## src/rtl/stepgen_pkg.sv

```systemverilog
package stepgen_pkg;

   typedef enum logic {
      MODE_STEP = 1'b0,
      MODE_RUN  = 1'b1
   } adv_mode_e;

   // counter width able to hold values 0 .. n-1, never below one bit
   function automatic int cnt_width(input int n);
      return (n <= 2) ? 1 : $clog2(n);
   endfunction

endpackage

```

## src/rtl/stepgen_sync.sv

```systemverilog
module stepgen_sync #(
   parameter int SYNC_STAGES = 2
) (
   input  logic clk,
   input  logic rst,
   input  logic d_async,
   output logic d_sync
);

   if (SYNC_STAGES < 2) begin : g_bad_stages
      $error("stepgen_sync: SYNC_STAGES must be at least 2");
   end

   logic [SYNC_STAGES-1:0] chain_q;

   always_ff @(posedge clk) begin
      if (rst) chain_q <= '0;
      else     chain_q <= {chain_q[SYNC_STAGES-2:0], d_async};
   end

   assign d_sync = chain_q[SYNC_STAGES-1];

endmodule

```

## src/rtl/stepgen_debounce.sv

```systemverilog
module stepgen_debounce
   import stepgen_pkg::*;
#(
   parameter int DEBOUNCE_CYCLES = 1_000_000
) (
   input  logic clk,
   input  logic rst,
   input  logic din,
   output logic dout
);

   if (DEBOUNCE_CYCLES < 1) begin : g_bad_count
      $error("stepgen_debounce: DEBOUNCE_CYCLES must be at least 1");
   end

   logic level_q;

   if (DEBOUNCE_CYCLES == 1) begin : g_direct
      // a single agreeing sample is enough: plain register
      always_ff @(posedge clk) begin
         if (rst) level_q <= 1'b0;
         else     level_q <= din;
      end
   end else begin : g_counted
      localparam int CW = cnt_width(DEBOUNCE_CYCLES);
      localparam logic [CW-1:0] LAST = CW'(DEBOUNCE_CYCLES - 1);

      logic [CW-1:0] run_q;

      always_ff @(posedge clk) begin
         if (rst) begin
            run_q   <= '0;
            level_q <= 1'b0;
         end else if (din == level_q) begin
            run_q <= '0;
         end else if (run_q == LAST) begin
            run_q   <= '0;
            level_q <= din;
         end else begin
            run_q <= run_q + 1'b1;
         end
      end

      AST_DB_RANGE: assert property (@(posedge clk) disable iff (rst)
         run_q <= LAST);

      AST_DB_CAUSE: assert property (@(posedge clk) disable iff (rst)
         !$stable(level_q) |-> $past(din != level_q));
   end

   assign dout = level_q;

endmodule

```

## src/rtl/stepgen_edge.sv

```systemverilog
module stepgen_edge (
   input  logic clk,
   input  logic rst,
   input  logic level,
   output logic rise
);

   logic prev_q;

   always_ff @(posedge clk) begin
      if (rst) prev_q <= 1'b0;
      else     prev_q <= level;
   end

   assign rise = level & ~prev_q;

   AST_EDGE_SINGLE: assert property (@(posedge clk) disable iff (rst)
      rise |=> !rise);

endmodule

```

## src/rtl/step_enable_gen.sv

```systemverilog
module step_enable_gen
   import stepgen_pkg::*;
#(
   parameter int SYNC_STAGES     = 2,
   parameter int DEBOUNCE_CYCLES = 1_000_000
) (
   input  logic clk,
   input  logic rst,
   input  logic run_all,
   input  logic step_btn,
   input  logic gate_en,
   output logic adv_en
);

   logic      btn_sync;
   logic      btn_clean;
   logic      step_pulse;
   logic      mode_en;
   adv_mode_e mode;

   stepgen_sync #(
      .SYNC_STAGES(SYNC_STAGES)
   ) u_sync (
      .clk     (clk),
      .rst     (rst),
      .d_async (step_btn),
      .d_sync  (btn_sync)
   );

   stepgen_debounce #(
      .DEBOUNCE_CYCLES(DEBOUNCE_CYCLES)
   ) u_debounce (
      .clk  (clk),
      .rst  (rst),
      .din  (btn_sync),
      .dout (btn_clean)
   );

   stepgen_edge u_edge (
      .clk   (clk),
      .rst   (rst),
      .level (btn_clean),
      .rise  (step_pulse)
   );

   assign mode = run_all ? MODE_RUN : MODE_STEP;

   always_comb begin
      case (mode)
         MODE_RUN: mode_en = 1'b1;
         default:  mode_en = step_pulse;
      endcase
   end

   assign adv_en = mode_en & gate_en;

   AST_GATE_OFF: assert property (@(posedge clk) disable iff (rst)
      !gate_en |-> !adv_en);

   AST_FREE_RUN: assert property (@(posedge clk) disable iff (rst)
      (run_all && gate_en) |-> adv_en);

   AST_STEP_ONCE: assert property (@(posedge clk) disable iff (rst)
      (!run_all && adv_en) |=> (run_all || !adv_en));

   AST_RST_QUIET: assert property (@(posedge clk) disable iff (rst)
      ($fell(rst) && !run_all) |-> !adv_en);

endmodule

```

## config.mk

```make
export PLATFORM = sky130hd
export DESIGN_NAME = step_enable_gen
export DESIGN_NICKNAME = d
export VERILOG_FILES = /design/src/rtl/stepgen_pkg.sv /design/src/rtl/stepgen_sync.sv /design/src/rtl/stepgen_debounce.sv /design/src/rtl/stepgen_edge.sv /design/src/rtl/step_enable_gen.sv
export SDC_FILE = /design/constraint.sdc
export NUM_CORES = 1
export LEC_CHECK = 0
export ABC_AREA = 1
export BUFFER_PORTS_ARGS = -buffer_cell sky130_fd_sc_hd__buf_4
export CORE_MARGIN = 8
export CORE_UTILIZATION = 58
export DETAILED_ROUTE_END_ITERATION = 12
export PLACE_DENSITY = 0.76
export SLEW_MARGIN = 20
export SYNTH_ARGS = -nofsm -noshare
export SYNTH_HDL_FRONTEND = slang
export SYNTH_SLANG_ARGS = --single-unit
```

## constraint.sdc

```tcl
create_clock -name clk -period 1.65 [get_ports clk]
set_input_delay 0.2475 -clock clk [delete_from_list [all_inputs] [get_ports clk]]
set_output_delay 0.2475 -clock clk [all_outputs]
set_load 0.01 [all_outputs]
```

==> results.md, run 1 <==
* Unique masters post-synth at 27
* Clk root buf: clkbuf_4
* Synth warn at 0
* CTS tree: done
* Share of layout cells above drive strength 1 at 0.211
* PD cells at 775 nW/um^2
* Syn Area/Cell at 7.45 um^2
* Die Y at roughly 62 um
* Initial antenna violation count at 0
* Synth Net Count at about 170
* Area of the mapped netlist at between 1000 and 1500 um^2
* P_leak at slightly above 0.0004 uW
* Global Route Usage Sum at 0.149
* Initial Util at 0.619
* Setup CP Type: register to register
* Worst R2R Start: u_debounce.g_counted.run_q[0]$_SDFF_PP0_
* Pre-Repair DR Iteration Count at 4
* Via count of the routed design at about 1000
* Max Root-Sink Buffers at 2
* Core area at around 2000 um^2
* Final Hold Slack at about 90 ps
* Final Routed Wirelength at ~2500 um
* P&R area growth vs syn at 9.69%
* Rel. slew slack at 0.785
* Share of Yosys cell area claimed by the top area cell type at 0.396
* Crit start category: register
* Synth top area cells: dfxtp_1 (40%), nand2_1 (9.3%), nor2_1 (8.0%)
* Max cap viols at 0
* Status: completed
* Min-Delay Startpoint: rst
* Reg2Reg Setup Slack at about 130 ps
* Count leader, synth: nand2_1
* Fillers at 186
* Fin crit share at 0.919
* Worst hold-check path type: primary input to register
* Worst path arrival time at between 1500 and 2000 ps
* DRC Markers at 0
* Dpl hpwl at around 1900 um
* Htree depth at 1
* Iter 0 DRT Violations at 54
* Post-synth EDFFs at 0
* CTS sink cnt at 24
* Critical Path RT at ~1900 ps
* Post-DRT Antenna Nets at 0
* # hold bufs at CTS at 0
* Row count at 16
* Max Freq at between 0.6 and 0.7 GHz
* Die Width at approximately 62 um
* Pin count of the biggest net entering global routing at 19
* DR WL/cell at ~12 um
* First-pass GRT wire length at 4210 um
* RR Endpoint: u_debounce.g_counted.run_q[9]$_SDFF_PP0_
* Crit-path max FO at 18
* Worst-Margin Slew at ~320 ps
* CP endpoint kind: register
* Placer congestion estimate at a little over 0.9
* IO Port Bufs at 5
* Via-to-Cell Ratio at about 5.3
* Post-synth top flop: dfxtp_1
* Vias in the first global route at ~1000
* Nets at 178
* Clk_lat worst skew at 310 ps
* Minimum clock period after layout at around 1500 ps
* Sequential area share after synthesis at 0.396
* Hold-critical path depth at 2
* Synth async-reset ratio at 0
* Hold Vio Cnt, Final at 0
* Syn Inst Count at between 150 and 200
* GR Overflow Total at 0
* Worst IR Drop VDD at approximately 0.55 mV
* Worst-path clk slew at 130 ps
* Setup-failing EPs final at 0
* Setup_tns at 0 ps
* Post-synth top cells: nand2_1 (30), nor2_1 (26), dfxtp_1 (24), inv_1 (16), nor2_2 (14)
* CTS Buf Count at 3
* Hold path endpoint: u_sync.chain_q[1]$_SDFF_PP0_
* Die area at between 3000 and 4000 um^2
* Layout Skew at 2.54 ps
* Unrepaired setup endpoints after global routing: false
* Final Slew Violations at 0
* Register bit count reported by yosys at 24
* Path depth of the worst reg2reg path at 6
* N_diodes at 0
* Synth area leader: dfxtp_1
* # IOs at 6
[through the flow]
step	power [uW]	setup WS [ps]	util	instances	instance area, um^2
2_1_floorplan	612	289	-	163	1210
3_3_place_gp	621	194	0.645	194	1260
3_5_place_dp	622	107	0.645	194	1260
4_1_cts	1040	68.2	0.672	198	1320
5_1_grt	1060	30.0	0.679	198	1330
6_report	1030	134	0.679	198	1330
[layer usage]
layer	up-vias	routed length, um	global-route usage
met5	-	0	0
met4	0	39	0.0779
met3	5	110	0.0350
met2	27	1200	0.258
met1	482	1120	0.163
li1	529	-	-
[placed cells by master (no fill, tap or decap)]
master and n:
a21oi_1 8, a21oi_2 1, and2_2 1, buf_4 5, bufinv_16 1, clkbuf_4 3, clkinv_1 1, dfxtp_1 24
ha_1 1, inv_1 16, inv_2 1, nand2_1 30, nand2_2 2, nand2_8 1, nand3_1 11, nand3_2 3
nand3b_1 1, nand4_1 4, nor2_1 24, nor2_2 16, nor3_1 1, nor3_4 1, o21a_1 1, o21ai_0 2
o21bai_1 1, or2_0 1, or2_2 1, xnor2_1 3, xor2_1 6
[worst max-delay path, stage by stage (launching register included)]
cell	delay [ps]
dfxtp_1	430
ha_1	230
nand3_2	130
nor2_2	180
nand3_2	180
nand2_8	210
nor2_1	60
[sequential cells by signal, summed over array words and instances (netlist names)]
| register | flops |
|---|---|
| u_debounce.g_counted.run_q | 20 |
| u_sync.chain_q | 2 |
| u_debounce.dout | 1 |
| u_edge.prev_q | 1 |
[power breakdown]
group	internal (uW)	total, uW	switching [uW]
Sequential	582	584	1.43
Combinational	12.5	26.1	13.6
Clock	246	421	176
[logic make-up after synthesis]
group / after synthesis / share of synthesized area
compound gates: 13 / 0.0608
xor+xnor: 9 / 0.0650
fa+ha+maj: 1 / 0.0103
buf+inv: 19 / 0.0722
simple gates: 97 / 0.396
flops: 24 / 0.396
[cell type report]
| class | instances | area (um^2) | area share |
|---|---|---|---|
| inverter | 18 | 67.6 | 0.0508 |
| clock buffer | 3 | 22.5 | 0.0169 |
| timing repair buffer | 5 | 37.5 | 0.0282 |
| multi-input combinational | 120 | 659 | 0.495 |
| clock inverter | 1 | 30.0 | 0.0226 |
| tap | 27 | 33.8 | 0.0254 |
| sequential | 24 | 480 | 0.361 |
[how the worst max path moves through the flow]
| stage | depth (start not counted) | end | slack, ps | start |
|---|---|---|---|---|
| after detailed placement | 6 | u_debounce.g_counted.run_q[9]$_SDFF_PP0_ | 110 | u_debounce.g_counted.run_q[0]$_SDFF_PP0_ |
| after CTS | 6 | u_debounce.g_counted.run_q[14]$_SDFF_PP0_ | 70 | u_debounce.g_counted.run_q[0]$_SDFF_PP0_ |
| final | 6 | u_debounce.g_counted.run_q[9]$_SDFF_PP0_ | 130 | u_debounce.g_counted.run_q[0]$_SDFF_PP0_ |
| after floorplan | 7 | u_debounce.g_counted.run_q[12]$_SDFF_PP0_ | 290 | u_debounce.g_counted.run_q[0]$_SDFF_PP0_ |
| after global placement | 8 | u_debounce.g_counted.run_q[16]$_SDFF_PP0_ | 190 | u_debounce.g_counted.run_q[0]$_SDFF_PP0_ |
| after global routing | 6 | u_debounce.g_counted.run_q[14]$_SDFF_PP0_ | 30 | u_debounce.g_counted.run_q[0]$_SDFF_PP0_ |
[repair_timing]
item,in CTS,in global routing
buffers inserted,0,0
resized for setup,0,3
endpoints found under the setup margin,0,7
Power figures use the tool's default switching activity.
==> run 2: changes to the inputs <==
--- a/config.mk
+++ b/config.mk
@@ -8,9 +8,8 @@
 export ABC_AREA = 1
 export BUFFER_PORTS_ARGS = -buffer_cell sky130_fd_sc_hd__buf_4
 export CORE_MARGIN = 8
-export CORE_UTILIZATION = 58
+export CORE_UTILIZATION = 38
 export DETAILED_ROUTE_END_ITERATION = 12
-export PLACE_DENSITY = 0.76
 export SLEW_MARGIN = 20
 export SYNTH_ARGS = -nofsm -noshare
 export SYNTH_HDL_FRONTEND = slang
==> run 2 against run 1 <==
Combinational power is essentially flat. Core utilization down 24 points. Final cell count increased by 8.6%. Sequential share of layout area decreased by 0.44 points. Critical path type unchanged. Largest cell class unchanged.
==> results.md, run 2 (synthesized netlist as in run 1, its figures left out) <==
* Cell Area, Placed at 1290 um^2
* CTS sink cnt at 24
* Setup_tns at 0 ps
* Crit start category: register
* Max FFs per register at 20
* Initial Util at 0.398
* DP Cell Count at roughly 210
* Reg with most FFs: u_debounce.g_counted.run_q
* Pre-Repair DR Iteration Count at 4
* Worst IR Drop VDD at ~0.35 mV
* CP max stage delay at 410 ps
* Max Root-Sink Buffers at 2
* Largest regs: u_debounce.g_counted.run_q x20, u_sync.chain_q x2
* DRC Markers at 0
* Worst Path Buf+Inv at 0
* CP top delay family: simple AND/OR/NAND/NOR gates
* Most used cell, CP: nand3_2
* Pin count of the biggest net entering global routing at 19
* Most frequent cells in the layout: nand2_1 (30), nor2_1 (26), dfxtp_1 (24), inv_1 (16), nor2_2 (14)
* N_diodes at 0
* Max Freq at 0.672 GHz
* CP endpoint kind: register
* # IOs at 6
* Post-DRT Antenna Nets at 0
* Initial antenna violation count at 0
* Via-to-Cell Ratio at between 4 and 5
* Commonest non-fill, non-tap cell in the layout: nand2_1
* First-pass GRT wire length at ~4400 um
* Max cap viols at 0
* Critical Path RT at between 1500 and 2000 ps
* Worst hold-check path type: primary input to register
* Row count at 20
* # hold bufs at CTS at 0
* Finished Cell Area at approximately 1300 um^2
* Worst path arrival time at 1710 ps
* Crit-path max FO at 18
* Dpl hpwl at 1820 um
* Die Width at around 73 um
* Final Routed Wirelength at approximately 2400 um
* Post-CTS setup buffer count at 0
* Final Slew Violations at 0
* Via count of the routed design at approximately 1000
* Status: completed
* CP Cell Sequence: ha_1 > nand3_2 > nor2_2 > nand3_2 > nand2_8 > nor2_1
* CTS tree: done
* Clk root buf: clkbuf_4
* Hold Vio Cnt, Final at 0
* Post-Layout Cell Count at around 220
* Clk_lat worst skew at 320 ps
* P_leak at approximately 0.00040 uW
* Nets at between 150 and 200
* Htree depth at 1
* Share of layout cells above drive strength 1 at 0.199
* PD cells at between 700 and 800 nW/um^2
* Minimum clock period after layout at around 1500 ps
* Worst-Margin Slew at about 330 ps
* GR Overflow Total at 0
* Fin crit share at 0.902
* DR WL/cell at 11.0 um
* Iter 0 DRT Violations at 65
* Core area at between 3000 and 4000 um^2
* Setup CP Type: register to register
* Setup-failing EPs final at 0
* Layout Skew at ~4.9 ps
* Placer congestion estimate at 0.902
* Crit path max-delay cell type: dfxtp_1
* Vias in the first global route at 1020
* Core Util, Final at 0.441
* Worst-path clk slew at about 140 ps
* Rel. slew slack at 0.781
* P&R area growth vs syn at 11.0%
* Unrepaired setup endpoints after global routing: false
* Global Route Usage Sum at 0.104
* IO Port Bufs at 5
* Die Y at 72.5 um
* Die area at between 5000 and 6000 um^2
* CTS Buf Count at 3
* Fillers at between 300 and 400
-- run 2: power breakdown --
| part | internal [uW] | leakage [uW] | switching (uW) |
|---|---|---|---|
| registers | 583 | 0.000194 | 1.41 |
| clock network | 246 | 0.0000279 | 184 |
| logic | 12.5 | 0.000183 | 13.9 |
| total | 841 | 0.000405 | 200 |
-- run 2: area by class of cell --
cell class | count | area, um^2 | share of cell area
multi-input cells | 120 | 654 | 0.486
inverters | 18 | 67.6 | 0.0501
well taps | 44 | 55.1 | 0.0409
repair buffers | 5 | 37.5 | 0.0279
clock inverters | 1 | 30.0 | 0.0223
clock buffers | 3 | 22.5 | 0.0167
flip-flops and latches | 24 | 480 | 0.357
-- run 2: path summary, 6_finish.rpt --
check | to | slack [ps] | startpoint | depth (start not counted)
min | u_sync.chain_q[1]$_SDFF_PP0_ | 90 | rst | 2
max | u_debounce.g_counted.run_q[11]$_SDFF_PP0_ | 160 | u_debounce.g_counted.run_q[0]$_SDFF_PP0_ | 6
min reg2reg | u_sync.chain_q[1]$_SDFF_PP0_ | 430 | u_sync.chain_q[0]$_SDFF_PP0_ | 2
max reg2reg | u_debounce.g_counted.run_q[11]$_SDFF_PP0_ | 160 | u_debounce.g_counted.run_q[0]$_SDFF_PP0_ | 6
-- run 2: through the flow --
step | hold WS, ps | total power, uW | setup slack [ps]
2_1_floorplan | 319 | 612 | 289
3_3_place_gp | 395 | 621 | 205
3_5_place_dp | 412 | 622 | 134
4_1_cts | 69.6 | 1060 | 118
5_1_grt | 67.3 | 1080 | 40.1
6_report | 85.7 | 1040 | 162
-- run 2: repair_timing --
item / in CTS / in global routing
hold endpoints to repair: 0 / 0
endpoints found under the setup margin: 0 / 1
resized for setup: 0 / 1
-- run 2: routing by layer --
layer	vias to the layer above	GRT usage	share of wire
met5	-	0	0
met4	0	0.0444	0.012
met3	4	0.0275	0.038
met2	17	0.169	0.48
met1	451	0.125	0.47
li1	525	-	-
==> run 3: changes to the inputs <==
--- a/config.mk
+++ b/config.mk
@@ -8,9 +8,10 @@
 export ABC_AREA = 1
 export BUFFER_PORTS_ARGS = -buffer_cell sky130_fd_sc_hd__buf_4
 export CORE_MARGIN = 8
-export CORE_UTILIZATION = 38
+export CORE_UTILIZATION = 45
 export DETAILED_ROUTE_END_ITERATION = 12
 export SLEW_MARGIN = 20
 export SYNTH_ARGS = -nofsm -noshare
 export SYNTH_HDL_FRONTEND = slang
+export SYNTH_HIERARCHICAL = 1
 export SYNTH_SLANG_ARGS = --single-unit
==> constraint.sdc (replaced) <==
create_clock -name clk -period 1.65 [get_ports clk]
set_input_delay 0.2475 -clock clk [delete_from_list [all_inputs] [get_ports clk]]
set_output_delay 0.2475 -clock clk [all_outputs]
set_load 0.05 [all_outputs]
==> run 3 against run 2 <==
Fmax down 0.61%. Clock skew is essentially flat. Setup slack lost 9.1 ps. Total power fell by 16%. Non-clock buffer count unchanged. Synthesized cell count is 4.9% higher. Area after synthesis fell by 0.41%. Via count rose by 1.9%. Critical path type unchanged.
==> results.md, run 3 <==
* Combinational Power Share at 0.032
* Dpl hpwl at ~1800 um
* Clk pwr share at 0.296
* Pin count of the biggest net entering global routing at 19
* Crit path max-delay cell type: dfxtp_1
* Place WS at 157 ps
* Initial antenna violation count at 0
* Crit-path max FO at 18
* Max Root-Sink Buffers at 2
* Worst path arrival time at 1700 ps
* Clk_lat worst skew at between 300 and 400 ps
* Unique masters post-synth at 24
* Global Route Usage Sum at 0.116
* Synth async-reset ratio at 0
* # IOs at 6
* DP Cell Count at 205
* Setup CP Type: register to register
* Worst hold-check path type: primary input to register
* Worst IR Drop VDD at between 0.5 and 0.6 mV
* Worst Path Buf+Inv at 0
* Most used cell, CP: nand3_2
* DRC Markers at 0
* Post-synth EDFFs at 0
* CP Cell Sequence: ha_1 > nand3_2 > nor2_2 > nand3_2 > nand2_4 > nor2_1
* Area of the mapped netlist at ~1200 um^2
* Reg with most FFs: u_debounce/g_counted.run_q
* P_leak at between 0.0003 and 0.0004 uW
* Die Y at about 68 um
* Via count of the routed design at roughly 1000
* CP max stage delay at ~400 ps
* Final Slew Violations at 0
* CTS tree: done
* Minimum clock period after layout at ~1500 ps
* Switch share at 0.219
* Fin crit share at 0.907
* Post-Layout Cell Count at 208
* Register bit count reported by yosys at 24
* Final Hold Slack at 97.5 ps
* Final Routed Wirelength at 2310 um
* Share of layout cells above drive strength 1 at 0.152
* Initial Util at 0.479
* Unrepaired setup endpoints after global routing: false
* Post-synth top flop: dfxtp_1
* Core Util, Final at 0.510
* Vias in the first global route at around 1000
* Row count at 18
* Syn Area/Cell at a little over 7 um^2
* Synth warn at 6
* Post-DRT Antenna Nets at 0
* Seq pwr share at 0.671
* # hold bufs at CTS at 0
* FF/Latch Area at 480 um^2
* P&R area growth vs syn at 6.42%
* Nets at approximately 190
* Setup-failing EPs final at 0
* DR WL/cell at 11.1 um
* GR Overflow Total at 0
* Internal power at 679 uW
* IO Port Bufs at 5
* CTS sink cnt at 24
* Die area at around 4600 um^2
* N_diodes at 0
* CP top delay family: simple AND/OR/NAND/NOR gates
* Fillers at between 200 and 300
* Post-CTS setup buffer count at 0
* Largest regs: u_debounce/g_counted.run_q x20, u_sync/chain_q x2
* Crit start category: register
* Synth Net Count at 177
* PD cells at roughly 680 nW/um^2
* Die Width at 67.8 um
* Share of Yosys cell area claimed by the top area cell type at 0.398
* Critical Path RT at 1860 ps
* Sequential area share after synthesis at 0.398
* Switch Pwr at 190 uW
* Final worst slack at 153 ps
* Most frequent cells in the layout: nand2_1 (35), nor2_1 (33), dfxtp_1 (24), inv_1 (18), nor2_2 (12)
* Max Freq at between 0.6 and 0.7 GHz
* Multi-input logic area at roughly 640 um^2
* Clk root buf: clkbuf_4
* Synth top area cells: dfxtp_1 (40%), nand2_1 (11%), nor2_1 (10%)
* Setup_tns at 0 ps
* Post-cts resize count at 0
* Pre-Repair DR Iteration Count at 4
* Via-to-Cell Ratio at between 4 and 5
* Syn Inst Count at 171
* Max cap viols at 0
* Synth area leader: dfxtp_1
* CTS Buf Count at 3
* Hold Vio Cnt, Final at 0
* Htree depth at 1
* Rel. slew slack at 0.742
* Max FFs per register at 20
* Worst-Margin Slew at 387 ps
* CP endpoint kind: register
* Status: completed
* Placer congestion estimate at 0.845
* Worst-path clk slew at 130 ps
* Iter 0 DRT Violations at 39
* Count leader, synth: nand2_1
* Post-synth top cells: nand2_1 (35), nor2_1 (33), dfxtp_1 (24), inv_1 (18), nor2_2 (12)
* Layout Skew at roughly 4.9 ps
* Core area at around 2500 um^2
* Commonest non-fill, non-tap cell in the layout: nand2_1
* First-pass GRT wire length at 4160 um
-- run 3: cell count changes after synthesis, sizes merged --
cell    delta
o21ai      +1
clkinv     -1
nor2       +5
nor3       +1
xor2       -4
inv        +2
nand3      -2
o21a       -1
a21oi      +1
nand2      +4
xnor2      +1
nor2b      +1
-- run 3: path summary, 6_finish.rpt --
kind | to | start | depth (start not counted) | slack (ps)
max | u_debounce/g_counted.run_q[17]$_SDFF_PP0_ | u_debounce/g_counted.run_q[0]$_SDFF_PP0_ | 6 | 150
min | u_sync/chain_q[1]$_SDFF_PP0_ | rst | 2 | 100
min reg2reg | u_sync/chain_q[1]$_SDFF_PP0_ | u_sync/chain_q[0]$_SDFF_PP0_ | 2 | 410
max reg2reg | u_debounce/g_counted.run_q[17]$_SDFF_PP0_ | u_debounce/g_counted.run_q[0]$_SDFF_PP0_ | 6 | 150
-- run 3: final cells by class --
| class | instances | share of cell area |
|---|---|---|
| multi-input cells | 127 | 0.495 |
| inverters | 19 | 0.0554 |
| well taps | 30 | 0.0292 |
| flip-flops and latches | 24 | 0.374 |
| clock buffers | 3 | 0.0175 |
| repair buffers | 5 | 0.0292 |
-- run 3: layer usage --
layer	vias to the layer above	part of all wire	track usage
met3	4	0.040	0.0376
li1	553	-	-
met5	-	0	0
met2	12	0.44	0.183
met1	447	0.51	0.141
met4	0	0.014	0.0512
-- run 3: per-stage QoR --
stage / power, uW / cell area, um^2
floorplan: 615 / 1210
global placement: 625 / 1260
detailed placement: 626 / 1260
CTS: 882 / 1290
global route: 909 / 1290
finish: 870 / 1290
-- run 3: cells by family after synthesis --
logic type | synth area share
buffers and inverters | 0.0756
AND/OR/NAND/NOR | 0.410
adder cells (fa/ha/maj) | 0.0104
AO/OA/AOI/OAI | 0.0631
XOR/XNOR | 0.0435
flip-flops | 0.398
-- run 3: worst register-to-register path: stages, from the launching register on --
cell and delay, ps:
dfxtp_1 400, ha_1 220, nand3_2 120, nor2_2 160
nand3_2 140, nand2_4 260, nor2_1 90
-- run 3: power groups by stage --
| stage | sequential [uW] | combinational [uW] | clock, uW |
|---|---|---|---|
| after floorplan | 597 | 18.7 | 0 |
| after global placement | 597 | 27.8 | 0 |
| after detailed placement | 597 | 28.5 | 0 |
| after CTS | 584 | 28.5 | 270 |
| after global routing | 585 | 31.1 | 293 |
| final | 584 | 28.0 | 258 |
